File: src/rtl/vic_pkg.sv
package vic_pkg;

  // strobes from the control to the datapath
  typedef struct packed {
    logic ackTake;   // acknowledge seen this cycle
    logic deliver;   // an eligible line wins the acknowledge
    logic eoiClear;  // retire the top in-service line
    logic maskLoad;  // load a new mask value
  } vicStrobe_t;

endpackage

File: src/rtl/vic_prio_pick.sv
// Fixed-priority picker: the lowest set index wins.
module vic_prio_pick #(
  parameter int WIDTH = 16
) (
  input  logic [WIDTH-1:0] req,
  output logic [WIDTH-1:0] grantOh,
  output logic             anySet
);

  logic [WIDTH-1:0] carry;

  // ripple "something below already won" chain
  assign carry[0] = 1'b0;
  genvar g;
  generate
    for (g = 1; g < WIDTH; g++) begin : g_chain
      assign carry[g] = carry[g-1] | req[g-1];
    end
  endgenerate

  assign grantOh = req & ~carry;
  assign anySet  = |req;

endmodule

File: src/rtl/vic_ctrl.sv
// Priority resolution and strobe generation.
module vic_ctrl
  import vic_pkg::*;
#(
  parameter int NUM_LINES = 16,
  localparam int IDX_W    = $clog2(NUM_LINES)
) (
  input  logic                 clk,
  input  logic                 rst_n,
  input  logic                 ackIn,
  input  logic                 eoiIn,
  input  logic                 maskWe,
  input  logic [NUM_LINES-1:0] pendQ,
  input  logic [NUM_LINES-1:0] isrQ,
  input  logic [NUM_LINES-1:0] maskQ,
  output vicStrobe_t           strb,
  output logic [NUM_LINES-1:0] pickOh,
  output logic [IDX_W-1:0]     pickIdx,
  output logic [NUM_LINES-1:0] eoiOh,
  output logic                 intOut
);

  logic [NUM_LINES-1:0] isrTopOh;
  logic                 isrAny;
  logic [NUM_LINES-1:0] allowed;
  logic [NUM_LINES-1:0] cand;
  logic                 candAny;

  vic_prio_pick #(.WIDTH(NUM_LINES)) isrPick_i (
    .req(isrQ), .grantOh(isrTopOh), .anySet(isrAny)
  );

  // only lines strictly above the top in-service line may interrupt
  assign allowed = isrAny ? (isrTopOh - NUM_LINES'(1)) : '1;
  assign cand    = pendQ & ~maskQ & allowed;

  vic_prio_pick #(.WIDTH(NUM_LINES)) candPick_i (
    .req(cand), .grantOh(pickOh), .anySet(candAny)
  );

  always_comb begin
    pickIdx = '0;
    for (int i = 0; i < NUM_LINES; i++)
      if (pickOh[i]) pickIdx = IDX_W'(i);
  end

  assign intOut        = candAny;
  assign eoiOh         = isrTopOh;
  assign strb.ackTake  = ackIn;
  assign strb.deliver  = ackIn & candAny;
  assign strb.eoiClear = eoiIn & isrAny;
  assign strb.maskLoad = maskWe;

  // at most one line selected
  a_r5_single_pick: assert property (@(posedge clk) disable iff (!rst_n)
    $onehot0(pickOh));
  // interrupt output needs an unmasked pending line
  a_r3_int_needs_source: assert property (@(posedge clk) disable iff (!rst_n)
    intOut |-> ((pendQ & ~maskQ) != '0));
  // end-of-interrupt retires one line at most
  a_r10_eoi_single: assert property (@(posedge clk) disable iff (!rst_n)
    $onehot0(eoiOh));

endmodule

File: src/rtl/vic_datapath.sv
// State registers and vector formation.
module vic_datapath
  import vic_pkg::*;
#(
  parameter int       NUM_LINES = 16,
  parameter int       GROUP_SIZE = 8,
  parameter int       VEC_W     = 8,
  parameter logic [7:0] BASE_LO  = 8'h08,
  parameter logic [7:0] BASE_HI  = 8'h70,
  parameter logic [7:0] IDLE_VEC = 8'h0F,
  localparam int      IDX_W     = $clog2(NUM_LINES)
) (
  input  logic                 clk,
  input  logic                 rst_n,
  input  logic [NUM_LINES-1:0] irqIn,
  input  logic [NUM_LINES-1:0] maskIn,
  input  vicStrobe_t           strb,
  input  logic [NUM_LINES-1:0] pickOh,
  input  logic [IDX_W-1:0]     pickIdx,
  input  logic [NUM_LINES-1:0] eoiOh,
  output logic [NUM_LINES-1:0] pendQ,
  output logic [NUM_LINES-1:0] isrQ,
  output logic [NUM_LINES-1:0] maskQ,
  output logic [VEC_W-1:0]     vecOut,
  output logic                 vecValid
);

  logic [NUM_LINES-1:0] prevQ;
  logic [NUM_LINES-1:0] riseEdge;
  logic [NUM_LINES-1:0] delivMask;
  logic [NUM_LINES-1:0] retireMask;
  logic [VEC_W-1:0]     mappedVec;

  assign riseEdge   = irqIn & ~prevQ;
  assign delivMask  = strb.deliver ? pickOh : '0;
  assign retireMask = strb.eoiClear ? eoiOh : '0;

  // two groups mapped to separate windows
  always_comb begin
    if (int'(pickIdx) < GROUP_SIZE)
      mappedVec = VEC_W'(BASE_LO) + VEC_W'(pickIdx);
    else
      mappedVec = VEC_W'(BASE_HI) + VEC_W'(int'(pickIdx) - GROUP_SIZE);
  end

  always_ff @(posedge clk) begin
    if (!rst_n) begin
      prevQ    <= '0;
      pendQ    <= '0;
      isrQ     <= '0;
      maskQ    <= '0;
      vecOut   <= VEC_W'(IDLE_VEC);
      vecValid <= 1'b0;
    end else begin
      prevQ    <= irqIn;
      pendQ    <= (pendQ & ~delivMask) | riseEdge;
      isrQ     <= (isrQ & ~retireMask) | delivMask;
      if (strb.maskLoad) maskQ <= maskIn;
      vecValid <= strb.ackTake;
      if (strb.ackTake)
        vecOut <= strb.deliver ? mappedVec : VEC_W'(IDLE_VEC);
    end
  end

  // delivered line enters service
  a_r9_deliver_sets_isr: assert property (@(posedge clk) disable iff (!rst_n)
    strb.deliver |=> ((isrQ & $past(pickOh)) != '0));
  // empty acknowledge yields the idle vector
  a_r8_idle_vector: assert property (@(posedge clk) disable iff (!rst_n)
    (strb.ackTake && !strb.deliver) |=> (vecOut == VEC_W'(IDLE_VEC)));
  // a pending bit appears only after a rising edge
  a_r2_pend_from_edge: assert property (@(posedge clk) disable iff (!rst_n)
    ((pendQ & ~$past(pendQ)) & ~($past(irqIn) & ~$past(prevQ))) == '0);

endmodule

File: src/rtl/vector_irq_ctrl.sv
module vector_irq_ctrl
  import vic_pkg::*;
#(
  parameter int         GROUP_SIZE = 8,
  parameter int         VEC_W      = 8,
  parameter logic [7:0] BASE_LO    = 8'h08,
  parameter logic [7:0] BASE_HI    = 8'h70,
  parameter logic [7:0] IDLE_VEC   = 8'h0F,
  localparam int        NUM_LINES  = 2 * GROUP_SIZE,
  localparam int        IDX_W      = $clog2(NUM_LINES)
) (
  input  logic                 clk,
  input  logic                 rst_n,
  input  logic [NUM_LINES-1:0] irqIn,
  input  logic                 maskWe,
  input  logic [NUM_LINES-1:0] maskIn,
  input  logic                 ackIn,
  input  logic                 eoiIn,
  output logic                 intOut,
  output logic [VEC_W-1:0]     vecOut,
  output logic                 vecValid
);

  vicStrobe_t           strb;
  logic [NUM_LINES-1:0] pendQ, isrQ, maskQ, pickOh, eoiOh;
  logic [IDX_W-1:0]     pickIdx;

  vic_ctrl #(.NUM_LINES(NUM_LINES)) ctrl_i (
    .clk(clk), .rst_n(rst_n), .ackIn(ackIn), .eoiIn(eoiIn), .maskWe(maskWe),
    .pendQ(pendQ), .isrQ(isrQ), .maskQ(maskQ), .strb(strb),
    .pickOh(pickOh), .pickIdx(pickIdx), .eoiOh(eoiOh), .intOut(intOut)
  );

  vic_datapath #(
    .NUM_LINES(NUM_LINES), .GROUP_SIZE(GROUP_SIZE), .VEC_W(VEC_W),
    .BASE_LO(BASE_LO), .BASE_HI(BASE_HI), .IDLE_VEC(IDLE_VEC)
  ) dp_i (
    .clk(clk), .rst_n(rst_n), .irqIn(irqIn), .maskIn(maskIn), .strb(strb),
    .pickOh(pickOh), .pickIdx(pickIdx), .eoiOh(eoiOh),
    .pendQ(pendQ), .isrQ(isrQ), .maskQ(maskQ),
    .vecOut(vecOut), .vecValid(vecValid)
  );

  // valid flag tracks the acknowledge one cycle later
  a_r7_valid_after_ack: assert property (@(posedge clk) disable iff (!rst_n)
    ackIn |=> vecValid);
  a_r7_valid_only_after_ack: assert property (@(posedge clk) disable iff (!rst_n)
    !ackIn |=> !vecValid);

endmodule

File: config.mk
export PLATFORM = sky130hd
export DESIGN_NAME = vector_irq_ctrl
export DESIGN_NICKNAME = d
export VERILOG_FILES = /design/src/rtl/vic_pkg.sv /design/src/rtl/vic_prio_pick.sv /design/src/rtl/vic_ctrl.sv /design/src/rtl/vic_datapath.sv /design/src/rtl/vector_irq_ctrl.sv
export SDC_FILE = /design/constraint.sdc
export NUM_CORES = 1
export LEC_CHECK = 0
export ABC_AREA = 1
export CAP_MARGIN = 10
export CORE_MARGIN = 2
export CORE_UTILIZATION = 50
export DETAILED_ROUTE_END_ITERATION = 10
export DONT_BUFFER_PORTS = 1
export PLACE_DENSITY_LB_ADDON = 0.25
export SLEW_MARGIN = 15
export SYNTH_ARGS = -nofsm -noshare
export SYNTH_HDL_FRONTEND = slang
export SYNTH_SLANG_ARGS = --single-unit
File: constraint.sdc
create_clock -name clk -period 4.75 [get_ports clk]
set_input_delay 0.2375 -clock clk [delete_from_list [all_inputs] [get_ports clk]]
set_output_delay 0.2375 -clock clk [all_outputs]
set_load 0.005 [all_outputs]
==> flow_summary.ini, run 1 <==
[placement]
dp_hpwl_um = 4260
globalplace.congestion = 0.852
port_buffers = 0

[power_and_ir_drop]
pwr-share-seq = 0.478
powerDensity_nw_per_um2 = 417
fin_total_pwr_w = 0.00137
p_int_w = 0.000962
switching_share = 0.300
power.share.clock = 0.322
p_switching_w = 0.000413
combPwrFrac = 0.200
peakVddDrop_mv = 0.190
p_leak_nw = 1.54

[setup_path]
reg2reg_to = dp_i.pendQ[0]
arrival_ps = 2650
cp_max_fo = 11
crit_start = dp_i.isrQ[0]
critical_path.endpoint_type = register
critical_path_required_ps = 4970
worstSetupEndpoint = dp_i.pendQ[0]
worstSetupStartpointType = register
crit_type = register to register
ff2ff_setup_slack_ps = 2320
reg2reg_depth = 14
reg2reg_from = dp_i.isrQ[0]

[synthesis]
async_flop_share = 0
synthFlopType = dfxtp_1
yosys.area.top_type_share = 0.453
synth-seq-cells = 70
ys_warn_count = 0
synth_area_per_cell_um2 = 7.93
synth_area_um2 = 3090
ys_types = 35
syn-instance-count = 390
synth_area_leader_cell = dfxtp_1
synth_top_cells_by_count = 70 x dfxtp_1, 61 x inv_1, 40 x nand2_1, 40 x nor2_1, 35 x o21ai_0
synth_area_leaders = dfxtp_1 45%, inv_1 7.4%, o21ai_0 5.7%
synth_enable_flop_cells = 0
synth_nets = 427
yosysSeqAreaShare = 0.453
synth_most_common_cell = dfxtp_1

[detailed_routing]
wl_per_cell_um = 13.0
first_pass_iters = 4
vias_per_cell = 5.14
antenna_left = 0
routed_wl_um = 6050
vias = 2400
drc = 0
drt_iter0_markers = 143

[clocking]
clk_latency_ps = 330
clock-sinks = 70
clock_path_buffers = 2
cts-resized-gates = 0
clkTransAtPathRegs_ps = 70
ctsRootBufferMaster = clkbuf_8
numCtsBuffers = 9
post-cts-setup-buffers = 0
cts_tree = yes
htreeDepth = 3
hold_buffers = 2

[sta]
max-slew-margin-rel = 0.504
rsz0062_at_grt = false
max_slew.worst_pin.slew_ps = 744
hold_viol = 0
max_freq_ghz = 0.411
skew_ps = 6.29
min_period_ps = 2430
maxSlewViolCount = 0
tns_ps = 0
setup_viol = 0
period_share = 0.512

[finish]
diodes = 0
final_core_util = 0.554
drive_gt1_frac = 0.168
nets = 424
area_growth_pct = 6.63

[die]
core_um2 = 5960
io_pins = 47
initial_utilization = 0.520
fp-row-count = 28
die_w_um = 82.7
die-area_um2 = 6830
die_y_um = 82.7

[grt]
grt_use_total = 0.197
antenna_found_initial = 0
grt_pass1_wl_um = 10000
grt_pass1_vias = 2181
grt_start_max_net_pins = 52
grt-ovfl-total = 0

[hold_path]
min-delay-start = irqIn[14]
hold_path_class = input pin to register

[job]
drv_cap = 0

[status]
status = finished clean
layout by cell type, fill, tap and decap left out, types with 2 or more instances in the layout:
master,count
o21ai_2,10
nand3_2,10
nand2_2,7
nor2_4,3
or2_2,2
clkinv_2,4
nor2_2,6
nand3b_1,4
nor3_1,3
nor3_2,2
a21oi_1,24
inv_1,61
dfxtp_1,70
nand2_4,7
o21ai_0,35
nor2_1,40
nand3_1,21
nand4_1,10
clkbuf_1,2
dlygate4sd3_1,2
nand2_1,40
inv_2,2
o31ai_1,6
clkbuf_8,9
nand4_2,2
nor3b_1,2
logic make-up after synthesis:
kind of cell / count (synthesis) / synth area share
AO/OA/AOI/OAI: 80 / 0.151
buffers and inverters: 79 / 0.106
flip-flops: 70 / 0.453
other: 1 / 0.00121
AND/OR/NAND/NOR: 160 / 0.290
how the worst min path moves through the flow:
stage                                end  cells past startpoint
after floorplan            dp_i.prevQ[0]                      2
after global placement    dp_i.vecOut[3]                      1
after detailed placement  dp_i.vecOut[3]                      1
after CTS                  dp_i.prevQ[0]                      2
after global routing      dp_i.prevQ[12]                      2
final                     dp_i.prevQ[14]                      2
area by class of cell:
cell class | instances | area, um^2
repair buffers | 2 | 20.0
inverters | 63 | 236
fillers | 580 | 2660
well taps | 75 | 93.8
multi-input cells | 241 | 1370
flip-flops and latches | 70 | 1400
clock buffers | 11 | 131
clock inverters | 5 | 50.0
worst max-delay path: stages, from the launching register on:
cell      delay [ps]
dfxtp_1          360
nor2_2           190
nand2_2          110
nor2_4           200
nand2_1          130
nor2_2           140
nand3b_1         180
nand4_2          180
nor2_4            80
nand2_4           90
nand2_2           50
inv_2            300
nand2_1          130
nand3_1          100
o21ai_0           80
state kept, by name, summed over array words and instances, names as in the netlist:
| signal | flops |
|---|---|
| dp_i.pendQ | 16 |
| dp_i.prevQ | 16 |
| dp_i.maskQ | 16 |
| dp_i.isrQ | 16 |
| dp_i.vecValid | 1 |
| dp_i.vecOut | 5 |
routing by layer:
| layer | share of wire | track usage |
|---|---|---|
| met5 | 0 | 0 |
| met4 | 0.015 | 0.0852 |
| met3 | 0.054 | 0.0630 |
| met2 | 0.44 | 0.294 |
| met1 | 0.50 | 0.259 |
through the flow:
| step | instances | worst slack, ps | hold slack [ps] | cell area, um^2 |
|---|---|---|---|---|
| floorplan | 390 | 2840 | 344 | 3090 |
| global placement | 449 | 2500 | 315 | 3100 |
| detailed placement | 449 | 2370 | 318 | 3100 |
| CTS | 467 | 2340 | 0.879 | 3300 |
| global route | 467 | 2070 | 7.86 | 3300 |
| finish | 467 | 2320 | 14.2 | 3300 |
power by group through the flow:
stage / Combinational [W] / Sequential, W / Clock (W)
2_1_floorplan: 0.000243 / 0.000665 / 0
3_3_place_gp: 0.000266 / 0.000670 / 0
3_5_place_dp: 0.000272 / 0.000671 / 0
4_1_cts: 0.000276 / 0.000657 / 0.000455
5_1_grt: 0.000313 / 0.000663 / 0.000481
6_report: 0.000275 / 0.000657 / 0.000443
Note: power is estimated with default switching activity, not from simulation.
==> inputs of run 2 (changes only) <==
--- a/config.mk
+++ b/config.mk
@@ -5,7 +5,7 @@
 export SDC_FILE = /design/constraint.sdc
 export NUM_CORES = 1
 export LEC_CHECK = 0
-export ABC_AREA = 1
+export ABC_AREA = 0
 export CAP_MARGIN = 10
 export CORE_MARGIN = 2
 export CORE_UTILIZATION = 50
==> constraint.sdc (replaced) <==
create_clock -name clk -period 2.4 [get_ports clk]
set_input_delay 0.12 -clock clk [delete_from_list [all_inputs] [get_ports clk]]
set_output_delay 0.12 -clock clk [all_outputs]
set_load 0.005 [all_outputs]
==> flow_summary.ini, run 2 <==
[status]
status = finished clean

[synthesis]
async_flop_share = 0
synth_area_per_cell_um2 = 8.88
synth_area_leader_cell = dfxtp_1
ys_types = 51
synth_area_leaders = dfxtp_1 45%, nor2b_1 7.6%, mux2i_1 5.1%
synth_enable_flop_cells = 0
synth_area_um2 = 3130
yosysSeqAreaShare = 0.448
ys_warn_count = 0
synth_most_common_cell = dfxtp_1
synth_top_cells_by_count = 70 x dfxtp_1, 38 x nor2b_1, 29 x nand2_1
yosys.area.top_type_share = 0.448
syn-instance-count = 352
synth-seq-cells = 70
synth_nets = 389
synthFlopType = dfxtp_1

[setup_path]
critical_path_required_ps = 2280
arrival_ps = 2070
reg2reg_depth = 6
slowest_stage = or4b_1
critical_path.endpoint_type = primary output
cp_max_fo = 8
ff2ff_setup_slack_ps = 230
crit_type = register to primary output
worstSetupStartpointType = register
slowest_delay_ps = 580
worstSetupEndpoint = intOut
reg2reg_from = dp_i.isrQ[0]
reg2reg_to = dp_i.pendQ[15]
crit_start = dp_i.isrQ[9]
path_cells = or4b_1 -> a311oi_1 -> o21ai_1 -> nor2b_1 -> nand2_1

[die]
core_um2 = 5990
die_w_um = 83.1
die_y_um = 83.1
die-area_um2 = 6900
initial_utilization = 0.522
io_pins = 47
fp-row-count = 28

[grt]
grt_pass1_wl_um = 12200
grt_start_max_net_pins = 70
grt-ovfl-total = 0
grt_pass1_vias = 2590
antenna_found_initial = 0
grt_use_total = 0.216

[power_and_ir_drop]
peakVddDrop_mv = 0.397
fin_total_pwr_w = 0.00290
powerDensity_nw_per_um2 = 743
p_leak_nw = 1.53

[clocking]
ctsRootBufferMaster = clkbuf_8
clk_latency_ps = 350
numCtsBuffers = 9
post-cts-setup-buffers = 0
cts_tree = yes
clock_path_buffers = 2
clock-sinks = 70
htreeDepth = 3
clkTransAtPathRegs_ps = 70

[finish]
area_growth_pct = 24.9
nets = 435
final_area_um2 = 3900
final_cell_mix = 70 x dfxtp_1, 50 x dlygate4sd3_1, 38 x nor2b_1
diodes = 0
drive_gt1_frac = 0.0744
final_common_cell = dfxtp_1

[detailed_routing]
antenna_left = 0
first_pass_iters = 4
drt_iter0_markers = 130
wl_per_cell_um = 15.0
vias_per_cell = 5.60
vias = 2675
drc = 0
routed_wl_um = 7160

[sta]
hold_viol = 0
max-slew-margin-rel = 0.603
max_slew.worst_pin.slew_ps = 587
rsz0062_at_grt = false
setup_viol = 0
skew_ps = 8.03
max_freq_ghz = 0.456
period_share = 0.914
min_period_ps = 2190
maxSlewViolCount = 0
tns_ps = 0

[hold_path]
hold_path_class = input pin to register

[placement]
port_buffers = 0
dp_hpwl_um = 4500
placed_area_um2 = 3130
globalplace.congestion = 0.916

[job]
drv_cap = 0
==> run 2: cell types whose count changed after synthesis, moves of 9 or more <==
cell      before  now
and2_1         0   15
mux2i_1        0   16
nand2_1       40   29
inv_1         61   13
o21ai_0       35   17
nand3_2       10    1
nand3_1       21   12
a21boi_0       0   11
nor2b_1        0   38
a21oi_1       24   15
nor2_1        40   15
o21ai_2       10    0
nand2b_1       0    9
==> run 2: cells by family after synthesis <==
| logic type | count (synthesis) | share of synthesized area |
|---|---|---|
| simple gates | 162 | 0.298 |
| compound gates | 74 | 0.158 |
| flops | 70 | 0.448 |
| buf+inv | 29 | 0.0432 |
| mux | 16 | 0.0512 |
| other cells | 1 | 0.00120 |
==> run 2: where the power goes <==
part / leakage (nW) / internal (W) / switching [W]
registers: 0.578 / 0.00124 / 0.0000537
clock network: 0.120 / 0.000669 / 0.000416
logic: 0.830 / 0.000247 / 0.000277
total: 1.53 / 0.00216 / 0.000746
==> run 2: how the worst min path moves through the flow <==
| stage | to | depth (start not counted) | from | slack [ps] |
|---|---|---|---|---|
| 4_1_cts | dp_i.pendQ[14] | 2 | ackIn | 10 |
| 6_report | dp_i.pendQ[14] | 2 | ackIn | 20 |
| 3_3_place_gp | dp_i.vecOut[2] | 1 | rst_n | 230 |
| 5_1_grt | dp_i.pendQ[14] | 2 | ackIn | 20 |
| 3_5_place_dp | dp_i.vecOut[2] | 1 | rst_n | 230 |
| 2_1_floorplan | dp_i.prevQ[12] | 2 | irqIn[12] | 230 |
==> run 2: per-stage QoR <==
stage          utilization  worst slack [ps]  hold slack (ps)  cells
2_1_floorplan            -               425              227    352
3_3_place_gp         0.523               282              234    411
3_5_place_dp         0.523               163              234    411
4_1_cts              0.649               134             14.0    478
5_1_grt              0.652             0.710             18.0    478
6_report             0.652               205             22.0    478
==> run 2: layout make-up <==
cell class | instances | area [um^2]
flip-flops and latches | 70 | 1400
clock inverters | 3 | 65.1
inverters | 13 | 48.8
clock buffers | 13 | 169
well taps | 75 | 93.8
multi-input cells | 253 | 1610
repair buffers | 51 | 520
fillers | 504 | 2090
==> run 2: worst max-delay path: cells and delay by family (launching register included) <==
family / cells / cell delay [ps]
simple gates: 3 / 900
compound gates: 2 / 440
flops: 1 / 370
==> run 2: layer usage <==
layer | vias to the layer above | wire length, um | track usage
met1 | 1259 | 3270 | 0.281
met4 | 0 | 148 | 0.0879
met5 | - | 0 | 0
met3 | 13 | 352 | 0.0547
met2 | 66 | 3380 | 0.342
li1 | 1337 | - | -
==> run 2: repair_timing <==
| action | 4_1_cts | 5_1_grt |
|---|---|---|
| hold endpoints to repair | 69 | 0 |
| hold buffers | 51 | 0 |
| gates resized for setup | 0 | 2 |
| endpoints found under the setup margin | 0 | 8 |
==> inputs of run 3 (changes only) <==
--- a/config.mk
+++ b/config.mk
@@ -12,6 +12,7 @@
 export DETAILED_ROUTE_END_ITERATION = 10
 export DONT_BUFFER_PORTS = 1
 export PLACE_DENSITY_LB_ADDON = 0.25
+export REMOVE_ABC_BUFFERS = 1
 export SLEW_MARGIN = 15
 export SYNTH_ARGS = -nofsm -noshare
 export SYNTH_HDL_FRONTEND = slang
==> flow_summary.ini, run 3 (synthesis gave the netlist of run 2 again) <==
[status]
status = finished clean

[grt]
grt-ovfl-total = 0
grt_use_total = 0.222
grt_start_max_net_pins = 68
antenna_found_initial = 0
grt_pass1_wl_um = 12400
grt_pass1_vias = 2649

[die]
die_y_um = 83.1
die_w_um = 83.1
io_pins = 47
die-area_um2 = 6900
initial_utilization = 0.522
fp-row-count = 28
core_um2 = 5990

[finish]
area_growth_pct = 25.3
diodes = 0
nets = 435
final_cell_mix = 70 x dfxtp_1, 50 x dlygate4sd3_1, 38 x nor2b_1
final_common_cell = dfxtp_1
drive_gt1_frac = 0.0769

[clocking]
clock-sinks = 70
cts_tree = yes
clock_path_buffers = 2
clk_latency_ps = 350
clkTransAtPathRegs_ps = 70
ctsRootBufferMaster = clkbuf_8
numCtsBuffers = 9
htreeDepth = 3
post-cts-setup-buffers = 0

[sta]
max_freq_ghz = 0.447
setup_viol = 0
period_share = 0.932
skew_ps = 10.3
rsz0062_at_grt = false
max-slew-margin-rel = 0.604
min_period_ps = 2240
tns_ps = 0
maxSlewViolCount = 0
hold_viol = 0
max_slew.worst_pin.slew_ps = 588
finalHoldWorstSlack_ps = 9.61

[power_and_ir_drop]
powerDensity_nw_per_um2 = 760
peakVddDrop_mv = 0.374
p_leak_nw = 1.53

[detailed_routing]
drt_iter0_markers = 185
vias = 2693
drc = 0
antenna_left = 0
first_pass_iters = 4
wl_per_cell_um = 15.4
vias_per_cell = 5.63
routed_wl_um = 7350

[placement]
globalplace.congestion = 0.964
port_buffers = 0
dp_hpwl_um = 4750

[job]
drv_cap = 0

[setup_path]
crit_buf_inv = 0
arrival_ps = 2120
path_cells = or4b_1 -> a311oi_1 -> o21ai_1 -> nor2b_1 -> nand2_1
worstSetupStartpointType = register
slowest_delay_ps = 580
critical_path.endpoint_type = primary output
critical_path_required_ps = 2280
crit_type = register to primary output
cp_max_fo = 8
critical_path.top_delay_family = simple AND/OR/NAND/NOR gates
slowest_stage = or4b_1

[hold_path]
hold_path_class = input pin to register
[run 3: cell types whose count changed in the layout (fill, tap and decap cells not counted), sizes merged]
cell	change
bufinv	+1
clkbuf	-3
clkinv	+2
[run 3: layout make-up]
| class | instances | area, um^2 |
|---|---|---|
| clock buffers | 10 | 138 |
| clock inverters | 6 | 109 |
| fillers | 497 | 2070 |
| inverters | 13 | 48.8 |
| multi-input cells | 253 | 1610 |
| flip-flops and latches | 70 | 1400 |
| well taps | 75 | 93.8 |
| repair buffers | 51 | 520 |
[run 3: path summary, 6_finish.rpt]
check                                     from              to  slack, ps  cells past startpoint
worst max-delay path              dp_i.isrQ[9]          intOut        160                      5
worst max register to register    dp_i.isrQ[0]  dp_i.vecOut[1]        220                      6
worst min register to register  dp_i.prevQ[12]  dp_i.pendQ[12]        420                      1
worst min-delay path                     rst_n  dp_i.vecOut[3]         10                      3
[run 3: metal layers]
layer	track usage	part of all wire	vias to the layer above
li1	-	-	1335
met4	0.103	0.021	0
met2	0.346	0.46	84
met5	0	0	-
met1	0.287	0.46	1260
met3	0.0586	0.065	14
[run 3: worst reg2reg max path: stages, from the launching register on]
cell and delay, ps:
dfxtp_1 550, or4b_1 210, o21a_1 280, nand3_1 230
or3b_2 520, a21oi_1 170, o32a_1 160
[run 3: where the power goes]
group	switching (W)	internal (W)
combinational	0.000285	0.000247
sequential	0.0000551	0.00124
clock	0.000435	0.000716
[run 3: per-stage QoR]
| stage | setup slack [ps] | power, W | cell area (um^2) | util | instances |
|---|---|---|---|---|---|
| 3_5_place_dp | 164 | 0.00174 | 3130 | 0.523 | 411 |
| 2_1_floorplan | 488 | 0.00164 | 3040 | - | 336 |
| 5_1_grt | 69.7 | 0.00311 | 3920 | 0.654 | 478 |
| 3_3_place_gp | 232 | 0.00173 | 3130 | 0.523 | 411 |
| 6_report | 163 | 0.00298 | 3920 | 0.654 | 478 |
| 4_1_cts | 154 | 0.00298 | 3900 | 0.651 | 478 |
[run 3: timing repair]
item / 4_1_cts / 5_1_grt
endpoints found under the setup margin: 0 / 10
hold buffers: 51 / 0
resized for setup: 0 / 2
endpoints found under the hold margin: 68 / 0
